File: config.mk
export PLATFORM = sky130hd
export DESIGN_NAME = i2c_bit_engine
export DESIGN_NICKNAME = d
export VERILOG_FILES = /design/src/rtl/i2c_bit_pkg.sv /design/src/rtl/i2c_bit_dp.sv /design/src/rtl/i2c_bit_ctrl.sv /design/src/rtl/i2c_bit_engine.sv
export SDC_FILE = /design/constraint.sdc
export NUM_CORES = 1
export LEC_CHECK = 0
export ABC_AREA = 1
export BUFFER_PORTS_ARGS = -buffer_cell sky130_fd_sc_hd__buf_2
export CORE_UTILIZATION = 55
export CTS_CLUSTER_DIAMETER = 200
export DETAILED_ROUTE_END_ITERATION = 7
export PLACE_DENSITY = 0.82
export SYNTH_ARGS = -nofsm -noshare
export SYNTH_HDL_FRONTEND = slang
export SYNTH_SLANG_ARGS = --single-unit
File: constraint.sdc
create_clock -name clk -period 3.2 [get_ports clk]
set_input_delay 0.16 -clock clk [delete_from_list [all_inputs] [get_ports clk]]
set_output_delay 0.16 -clock clk [all_outputs]
set_load 0.02 [all_outputs]
File: src/rtl/i2c_bit_pkg.sv
package i2c_bit_pkg;

  localparam int BYTE_W = 8;

  typedef enum logic [2:0] {
    CMD_RECOVER = 3'd0,
    CMD_START   = 3'd1,
    CMD_STOP    = 3'd2,
    CMD_WRITE   = 3'd3,
    CMD_READ    = 3'd4
  } cmd_e;

  typedef enum logic [4:0] {
    ST_IDLE,
    ST_RINIT, ST_RLOW, ST_RHIGH,
    ST_SA, ST_SB, ST_SC,
    ST_PA, ST_PB, ST_PC, ST_PD,
    ST_BLOW, ST_BSET, ST_BHIGH,
    ST_DLOW, ST_DHIGH, ST_DHOLD,
    ST_ELOW
  } state_e;

  // One-cycle strobes from the sequencer to the datapath
  typedef struct packed {
    logic load;       // capture command operands, restart unit timer
    logic sclLow;
    logic sclHigh;
    logic sdaLow;
    logic sdaHigh;
    logic sdaTx;      // drive current transmit MSB
    logic sdaAck;     // drive captured acknowledge level
    logic shiftTx;
    logic captureRx;
    logic captureAck;
    logic commitRx;
  } strobe_t;

endpackage

File: src/rtl/i2c_bit_dp.sv
module i2c_bit_dp
  import i2c_bit_pkg::*;
#(
  parameter int DIV_W       = 16,
  parameter int SYNC_STAGES = 2
) (
  input  logic              clk,
  input  logic              rstN,
  input  strobe_t           st,
  input  logic [BYTE_W-1:0] cmdData,
  input  logic              cmdAckLevel,
  input  logic [DIV_W-1:0]  divider,
  input  logic              sdaIn,
  output logic              tick,
  output logic              sclOe,
  output logic              sdaOe,
  output logic [BYTE_W-1:0] rxData,
  output logic              ackBit
);

  logic [DIV_W-1:0]  divReg, tickCnt;
  logic [BYTE_W-1:0] txShift, rxShift;
  logic              ackLvl;
  logic              sdaSync;

  assign tick = (tickCnt == '0);

  // Unit timer: counts down, reloads on expiry or on a new command
  always_ff @(posedge clk or negedge rstN) begin
    if (!rstN) begin
      divReg  <= '0;
      tickCnt <= '0;
    end else if (st.load) begin
      divReg  <= divider;
      tickCnt <= divider;
    end else if (tick) begin
      tickCnt <= divReg;
    end else begin
      tickCnt <= tickCnt - 1'b1;
    end
  end

  // SDA input synchroniser, depth chosen by parameter
  generate
    if (SYNC_STAGES <= 1) begin : g_sync1
      logic syncQ;
      always_ff @(posedge clk or negedge rstN) begin
        if (!rstN) syncQ <= 1'b1;
        else       syncQ <= sdaIn;
      end
      assign sdaSync = syncQ;
    end else begin : g_syncN
      logic [SYNC_STAGES-1:0] syncQ;
      always_ff @(posedge clk or negedge rstN) begin
        if (!rstN) syncQ <= '1;
        else       syncQ <= {syncQ[SYNC_STAGES-2:0], sdaIn};
      end
      assign sdaSync = syncQ[SYNC_STAGES-1];
    end
  endgenerate

  // Operand and shift registers
  always_ff @(posedge clk or negedge rstN) begin
    if (!rstN) begin
      txShift <= '0;
      rxShift <= '0;
      ackLvl  <= 1'b1;
    end else begin
      if (st.load) begin
        txShift <= cmdData;
        ackLvl  <= cmdAckLevel;
      end else if (st.shiftTx) begin
        txShift <= {txShift[BYTE_W-2:0], 1'b0};
      end
      if (st.captureRx) rxShift <= {rxShift[BYTE_W-2:0], sdaSync};
    end
  end

  // Results, held until replaced
  always_ff @(posedge clk or negedge rstN) begin
    if (!rstN) begin
      rxData <= '0;
      ackBit <= 1'b0;
    end else begin
      if (st.commitRx)   rxData <= rxShift;
      if (st.captureAck) ackBit <= sdaSync;
    end
  end

  // Open-drain line enables: 1 pulls the line low
  always_ff @(posedge clk or negedge rstN) begin
    if (!rstN) begin
      sclOe <= 1'b0;
      sdaOe <= 1'b0;
    end else begin
      if (st.sclLow)       sclOe <= 1'b1;
      else if (st.sclHigh) sclOe <= 1'b0;
      if (st.sdaLow)       sdaOe <= 1'b1;
      else if (st.sdaHigh) sdaOe <= 1'b0;
      else if (st.sdaTx)   sdaOe <= ~txShift[BYTE_W-1];
      else if (st.sdaAck)  sdaOe <= ~ackLvl;
    end
  end

endmodule

File: src/rtl/i2c_bit_ctrl.sv
module i2c_bit_ctrl
  import i2c_bit_pkg::*;
#(
  parameter int PULSES = 9
) (
  input  logic       clk,
  input  logic       rstN,
  input  logic       cmdValid,
  input  logic [2:0] cmdCode,
  input  logic       tick,
  output strobe_t    st,
  output logic       cmdReady,
  output logic       done,
  output cmd_e       curCmd
);

  localparam int PC_W  = $clog2(PULSES + 1);
  localparam int BIT_W = $clog2(BYTE_W + 1);
  localparam logic [BIT_W-1:0] ACK_IDX  = BIT_W'(BYTE_W);
  localparam logic [BIT_W-1:0] LAST_IDX = BIT_W'(BYTE_W - 1);
  localparam logic [PC_W-1:0]  LAST_PULSE = PC_W'(PULSES - 1);

  state_e            state, stateN;
  logic              half, halfN;
  logic [BIT_W-1:0]  bitIdx, bitIdxN;
  logic [PC_W-1:0]   pulseCnt, pulseCntN;
  cmd_e              cmdN;
  logic              doneN;
  logic              isLong, advance, isRead, cmdOk;

  assign isLong   = (state == ST_RLOW) || (state == ST_RHIGH) || (state == ST_BHIGH);
  assign advance  = tick && (!isLong || half);
  assign isRead   = (curCmd == CMD_READ);
  assign cmdOk    = (cmdCode <= 3'd4);
  assign cmdReady = (state == ST_IDLE);

  always_comb begin
    stateN    = state;
    halfN     = half;
    bitIdxN   = bitIdx;
    pulseCntN = pulseCnt;
    cmdN      = curCmd;
    doneN     = 1'b0;
    st        = '0;
    if (tick && isLong && !half) halfN = 1'b1;
    if (advance) halfN = 1'b0;
    if (state == ST_IDLE) begin
      if (cmdValid && cmdOk) begin
        st.load   = 1'b1;
        cmdN      = cmd_e'(cmdCode);
        bitIdxN   = '0;
        pulseCntN = '0;
        halfN     = 1'b0;
        case (cmd_e'(cmdCode))
          CMD_RECOVER: begin st.sclHigh = 1'b1; st.sdaHigh = 1'b1; stateN = ST_RINIT; end
          CMD_START:   begin st.sdaHigh = 1'b1; stateN = ST_SA; end
          CMD_STOP:    begin st.sclLow = 1'b1; stateN = ST_PA; end
          CMD_WRITE:   begin st.sclLow = 1'b1; stateN = ST_BLOW; end
          default:     begin st.sclLow = 1'b1; st.sdaHigh = 1'b1; stateN = ST_DLOW; end
        endcase
      end
    end else if (advance) begin
      case (state)
        ST_RINIT: begin st.sclLow = 1'b1; stateN = ST_RLOW; end
        ST_RLOW:  begin st.sclHigh = 1'b1; stateN = ST_RHIGH; end
        ST_RHIGH: begin
          st.sclLow = 1'b1;
          if (pulseCnt == LAST_PULSE) begin
            pulseCntN = '0;
            stateN    = ST_PA;
          end else begin
            pulseCntN = pulseCnt + 1'b1;
            stateN    = ST_RLOW;
          end
        end
        ST_SA: begin st.sclHigh = 1'b1; stateN = ST_SB; end
        ST_SB: begin st.sdaLow = 1'b1; stateN = ST_SC; end
        ST_PA: begin st.sdaLow = 1'b1; stateN = ST_PB; end
        ST_PB: begin st.sclHigh = 1'b1; stateN = ST_PC; end
        ST_PC: begin st.sdaHigh = 1'b1; stateN = ST_PD; end
        ST_SC, ST_PD: begin doneN = 1'b1; stateN = ST_IDLE; end
        ST_BLOW: begin
          if (bitIdx == ACK_IDX) begin
            if (isRead) st.sdaAck = 1'b1;
            else        st.sdaHigh = 1'b1;
          end else begin
            st.sdaTx = 1'b1;
          end
          stateN = ST_BSET;
        end
        ST_BSET: begin st.sclHigh = 1'b1; stateN = ST_BHIGH; end
        ST_BHIGH: begin
          st.sclLow = 1'b1;
          if (bitIdx == ACK_IDX) begin
            st.captureAck = !isRead;
            stateN = ST_ELOW;
          end else begin
            st.shiftTx = 1'b1;
            bitIdxN    = bitIdx + 1'b1;
            stateN     = ST_BLOW;
          end
        end
        ST_DLOW:  begin st.sclHigh = 1'b1; stateN = ST_DHIGH; end
        ST_DHIGH: begin st.captureRx = 1'b1; stateN = ST_DHOLD; end
        ST_DHOLD: begin
          st.sclLow = 1'b1;
          if (bitIdx == LAST_IDX) begin
            bitIdxN = ACK_IDX;
            stateN  = ST_BLOW;
          end else begin
            bitIdxN = bitIdx + 1'b1;
            stateN  = ST_DLOW;
          end
        end
        ST_ELOW: begin
          st.commitRx = isRead;
          doneN  = 1'b1;
          stateN = ST_IDLE;
        end
        default: stateN = ST_IDLE;
      endcase
    end
  end

  always_ff @(posedge clk or negedge rstN) begin
    if (!rstN) begin
      state    <= ST_IDLE;
      half     <= 1'b0;
      bitIdx   <= '0;
      pulseCnt <= '0;
      curCmd   <= CMD_RECOVER;
      done     <= 1'b0;
    end else begin
      state    <= stateN;
      half     <= halfN;
      bitIdx   <= bitIdxN;
      pulseCnt <= pulseCntN;
      curCmd   <= cmdN;
      done     <= doneN;
    end
  end

  // completion strobe never stretches
  assert_done_pulse_R3: assert property (@(posedge clk) disable iff (!rstN)
    done |=> !done);

  // completion is reported only once the sequencer is back at idle
  assert_done_idle_R2: assert property (@(posedge clk) disable iff (!rstN)
    done |-> cmdReady);

endmodule

File: src/rtl/i2c_bit_engine.sv
module i2c_bit_engine
  import i2c_bit_pkg::*;
#(
  parameter int DIV_W          = 16,
  parameter int SYNC_STAGES    = 2,
  parameter int RECOVER_PULSES = 9
) (
  input  logic              clk,
  input  logic              rstN,
  input  logic              cmdValid,
  input  logic [2:0]        cmdCode,
  input  logic [BYTE_W-1:0] cmdData,
  input  logic              cmdAckLevel,
  input  logic [DIV_W-1:0]  divider,
  input  logic              sdaIn,
  output logic              cmdReady,
  output logic              done,
  output logic [BYTE_W-1:0] rxData,
  output logic              ackBit,
  output logic              sclOe,
  output logic              sdaOe
);

  strobe_t st;
  logic    tick;
  cmd_e    curCmd;

  i2c_bit_ctrl #(.PULSES(RECOVER_PULSES)) u_ctrl (
    .clk      (clk),
    .rstN     (rstN),
    .cmdValid (cmdValid),
    .cmdCode  (cmdCode),
    .tick     (tick),
    .st       (st),
    .cmdReady (cmdReady),
    .done     (done),
    .curCmd   (curCmd)
  );

  i2c_bit_dp #(.DIV_W(DIV_W), .SYNC_STAGES(SYNC_STAGES)) u_dp (
    .clk         (clk),
    .rstN        (rstN),
    .st          (st),
    .cmdData     (cmdData),
    .cmdAckLevel (cmdAckLevel),
    .divider     (divider),
    .sdaIn       (sdaIn),
    .tick        (tick),
    .sclOe       (sclOe),
    .sdaOe       (sdaOe),
    .rxData      (rxData),
    .ackBit      (ackBit)
  );

  // during byte transfers SDA holds still while SCL stays released
  assert_sda_quiet_R6: assert property (@(posedge clk) disable iff (!rstN)
    (!cmdReady && (curCmd == CMD_WRITE || curCmd == CMD_READ) && !sclOe && !$past(sclOe))
      |-> $stable(sdaOe));

  // idle engine keeps both lines where the last command left them
  assert_idle_hold_R10: assert property (@(posedge clk) disable iff (!rstN)
    (cmdReady && !(cmdValid && cmdCode <= 3'd4)) |=> ($stable(sclOe) && $stable(sdaOe)));

  // received byte only moves at the completion of a read
  assert_rx_commit_R8: assert property (@(posedge clk) disable iff (!rstN)
    !$stable(rxData) |-> (done && curCmd == CMD_READ));

  // acknowledge result only moves during a write
  assert_ack_write_R7: assert property (@(posedge clk) disable iff (!rstN)
    !$stable(ackBit) |-> (curCmd == CMD_WRITE));

endmodule

==> impl_metrics.csv <==
group,metric,value,unit
floorplanning,dieArea,0.00852,mm^2
outcome,run_status,"finished with violations",
timing,skew,0.00511,ns
cts,cts_made_buffers,9,
logic_synthesis,postSynth.asyncResetShare,100,%
logic_synthesis,synth_cell_types,38,
worst_setup_path,ff2ff_setup_slack,1.05,ns
power,pwr_density_cell,598,mW/mm^2
timing,fin_crit,2.15,ns
worst_setup_path,rr_startpoint,"u_dp.tickCnt[0]$_DFF_PN0_",
global_routing,antenna_found_initial,0,
placement,routabilityCongestion,0.927,
cts,clock-sinks,80,
cts,clock_path_buffers,2,
timing,relSlewSlack,34.2,%
timing,tns,0,ns
power,p_int,0.00189,W
timing,grt_setup_unrepaired,"false",
worst_setup_path,cp_data_required_time,3.43,ns
logic_synthesis,netlist_area,0.00449,mm^2
worst_setup_path,cp-start-kind,"register",
cells_and_area,num-nets-final,659,
timing,setup_viol,0,
global_routing,overflow,0,
floorplanning,core-area,0.00781,mm^2
cells_and_area,fill_cells,669,
placement,port_buffers,44,
power,combinationalPowerShare,29.0,%
cells_and_area,areaGrowthSynthToFinish,10.9,%
timing,hold_viol,47,
power,power_frac_clock,27.5,%
floorplanning,die_h,92.3,um
worst_setup_path,worstPathCellList,"inv_1, ha_1, nand2_1, nor2_1, nand3_1, nand2_1, inv_2, o21ai_1, o21ai_1",
worst_setup_path,setup.worst_path.start,"u_dp.tickCnt[0]$_DFF_PN0_",
cts,path_clk_slew,0.08,ns
logic_synthesis,postSynthNetCount,615,
floorplanning,die_w,92.3,um
floorplanning,num_rows,32,
outcome,violations,"negative hold slack",
worst_setup_path,critPathMaxFanout,11,
cells_and_area,drive_above_1_share,16.6,%
power,ir_drop,0.278,mV
routing,post-route-drc-count,0,
placement,dp_hpwl,7.08,mm
global_routing,grt_pass1_wl,17.2,mm
cells_and_area,n_antenna_cell,0,
routing,ant_nets,0,
power,p_sw,0.00109,W
worst_setup_path,endpoint,"u_dp.tickCnt[10]$_DFF_PN0_",
cts,cts_resized,0,
worst_setup_path,rr_endpoint,"u_dp.tickCnt[10]$_DFF_PN0_",
worst_setup_path,crit_slowest_cell,"nand2_1",
logic_synthesis,syn_avg_cell_area,7.77,um^2
worst_setup_path,crit_buf_inv,2,
timing,maxSlewViolCount,0,
placement,dp_slack,1.08,ns
logic_synthesis,ys.flop_type,"dfrtp_1",
timing,hold_ws,-0.0473,ns
global_routing,grt_pass1_vias,3714,
logic_synthesis,synth_edf_count,0,
timing,fin_ws,1.05,ns
global_routing,grt_max_degree,81,
timing,fin_crit_sh,67.3,%
routing,first_iter_violations,246,
worst_setup_path,rr_worst_depth,9,
routing,firstDrtPassIters,6,
cts,cts_tree,"yes",
logic_synthesis,synth_seq_cells,80,
worst_setup_path,crit_path_end_kind,"register",
power,power_frac_seq,43.5,%
worst_hold_path,min_path_type,"in2async",
worst_setup_path,cp.depth,9,
logic_synthesis,ys.warnings.count,0,
worst_setup_path,worst-setup-path-type,"reg2reg",
routing,drt-wirelength-per-cell,13.8,um
cells_and_area,multi_input_area,0.00213,mm^2
floorplanning,start_util,57.5,%
floorplanning,pin_count,45,
cts,clkLatencyLatePin,0.35,ns
routing,num_vias,3966,
worst_setup_path,crit_arrival,2.38,ns
global_routing,grt_usage,25.5,%
routing,via_per_inst,5.45,
cts,htree_levels,3,
timing,max_freq,465,MHz
timing,tightest_slew,0.988,ns
routing,totalWireLength,10.0,mm
worst_setup_path,crit_family,"simple AND/OR/NAND/NOR gates",
power,p_leak,2.65,nW
flow_run,maxCapViolCount,0,
worst_setup_path,cpPeakStageDelay,0.38,ns
cts,clock-root-buffer,"clkbuf_8",
logic_synthesis,yosysSeqAreaShare,44.7,%
logic_synthesis,syn_inst,577,
power,switching_share,36.5,%
cells_and_area,seq_area,0.00201,mm^2
synthesized netlist by cell type (all sizes together) (4+ instances only):
master	instances	area, um^2
o21ai	62	333
o21bai	5	37.5
nor2	61	303
nand3	47	295
a21oi	10	53.8
ha	6	75.1
buf	11	86.3
inv	67	254
nand2	190	773
dfrtp	77	1930
nand4	5	31.3
nor3	8	51.3
xor2	7	61.3
nand3b	4	30.0
per-stage QoR:
stage	hold slack [ns]	power, W	area [um^2]	utilization [%]	std cells
after floorplan	-0.136	0.00193	4490	-	577
after global placement	0.264	0.00212	4750	60.8	711
after detailed placement	0.276	0.00215	4750	60.8	711
after CTS	0.00323	0.00298	4970	63.7	728
after global routing	0.00222	0.00316	4970	63.7	728
final	-0.0473	0.00297	4970	63.7	728
timing repair:
item	CTS	global route
hold endpoints to repair	1	0
hold buffers	1	0
buffers inserted	0	0
state kept, by name (all words and copies together) (netlist names):
register and flops:
u_dp.divReg 16, u_dp.tickCnt 16, u_dp.rxData 8, u_dp.rxShift 8, u_dp.txShift 8, u_ctrl.state 5
u_ctrl.bitIdx 4, u_ctrl.pulseCnt 4, u_ctrl.curCmd 3, u_dp.g_syncN.syncQ 2, u_ctrl.done 1, u_ctrl.half 1
u_dp.ackBit 1, u_dp.ackLvl 1, u_dp.sclOe 1, u_dp.sdaOe 1
worst register-to-register path, stage by stage, from the launching register on:
cell and delay, ns:
dfrtp_1 0.36, inv_1 0.12, ha_1 0.21, nand2_1 0.08, nor2_1 0.16, nand3_1 0.36, nand2_1 0.38, inv_2 0.12
o21ai_1 0.16, o21ai_1 0.08
cells in the final DEF, fill, tap and decap left out, types with 6 or more instances in the layout:
master,instances
nand3_1,41
o21ai_1,19
xor2_1,7
nand2_1,180
clkbuf_8,9
nor2_1,51
dfrtp_1,77
nor2_4,7
inv_1,60
o21ai_0,37
ha_1,6
o21ai_2,6
inv_2,6
buf_2,43
a21oi_1,9
nor3_1,7
nand2_4,7
routing by layer:
layer	up-vias	wire (um)	track usage [%]
met5	-	0	0
met1	1882	4610	34.8
li1	1934	-	-
met2	137	4760	41.6
met3	13	523	5.17
met4	0	127	6.90
logic make-up (layout without fill, tap and decap cells):
logic type      Yosys count  after routing  share of synthesized area [%]
flops                    80             80                           44.7
fa+ha+maj                 6              6                           1.67
buf+inv                  80            129                           7.75
compound gates           86             86                           10.9
xor+xnor                  9              9                           1.76
simple gates            316            316                           33.2
layout make-up:
type,instances,share of cell area (%)
multi-input combinational,417,42.9
tap,102,2.57
timing repair buffer,46,4.83
clock buffer,11,2.64
sequential,80,40.3
inverter,67,5.11
clock inverter,5,1.66
worst min-delay path by stage:
| stage | endpoint | start | cells after the start | slack [ns] |
|---|---|---|---|---|
| floorplan | u_ctrl.bitIdx[0]$_DFFE_PN0P_ | rstN | 0 | -0.14 |
| global placement | u_dp.g_syncN.syncQ[0]$_DFF_PN1_ | sdaIn | 1 | 0.26 |
| detailed placement | u_dp.g_syncN.syncQ[0]$_DFF_PN1_ | sdaIn | 1 | 0.28 |
| CTS | u_dp.txShift[2]$_DFFE_PN0P_ | rstN | 1 | 0.003 |
| global route | u_dp.ackLvl$_DFFE_PN1P_ | cmdAckLevel | 3 | 0.002 |
| finish | u_dp.txShift[2]$_DFFE_PN0P_ | rstN | 1 | -0.05 |
power groups by stage:
stage / Combinational (W) / Clock [W] / Sequential (W)
2_1_floorplan: 0.000670 / 0 / 0.00127
3_3_place_gp: 0.000819 / 0 / 0.00131
3_5_place_dp: 0.000842 / 0 / 0.00131
4_1_cts: 0.000852 / 0.000835 / 0.00129
5_1_grt: 0.000976 / 0.000873 / 0.00131
6_report: 0.000863 / 0.000817 / 0.00129
Note: power is estimated with default switching activity, not from simulation.
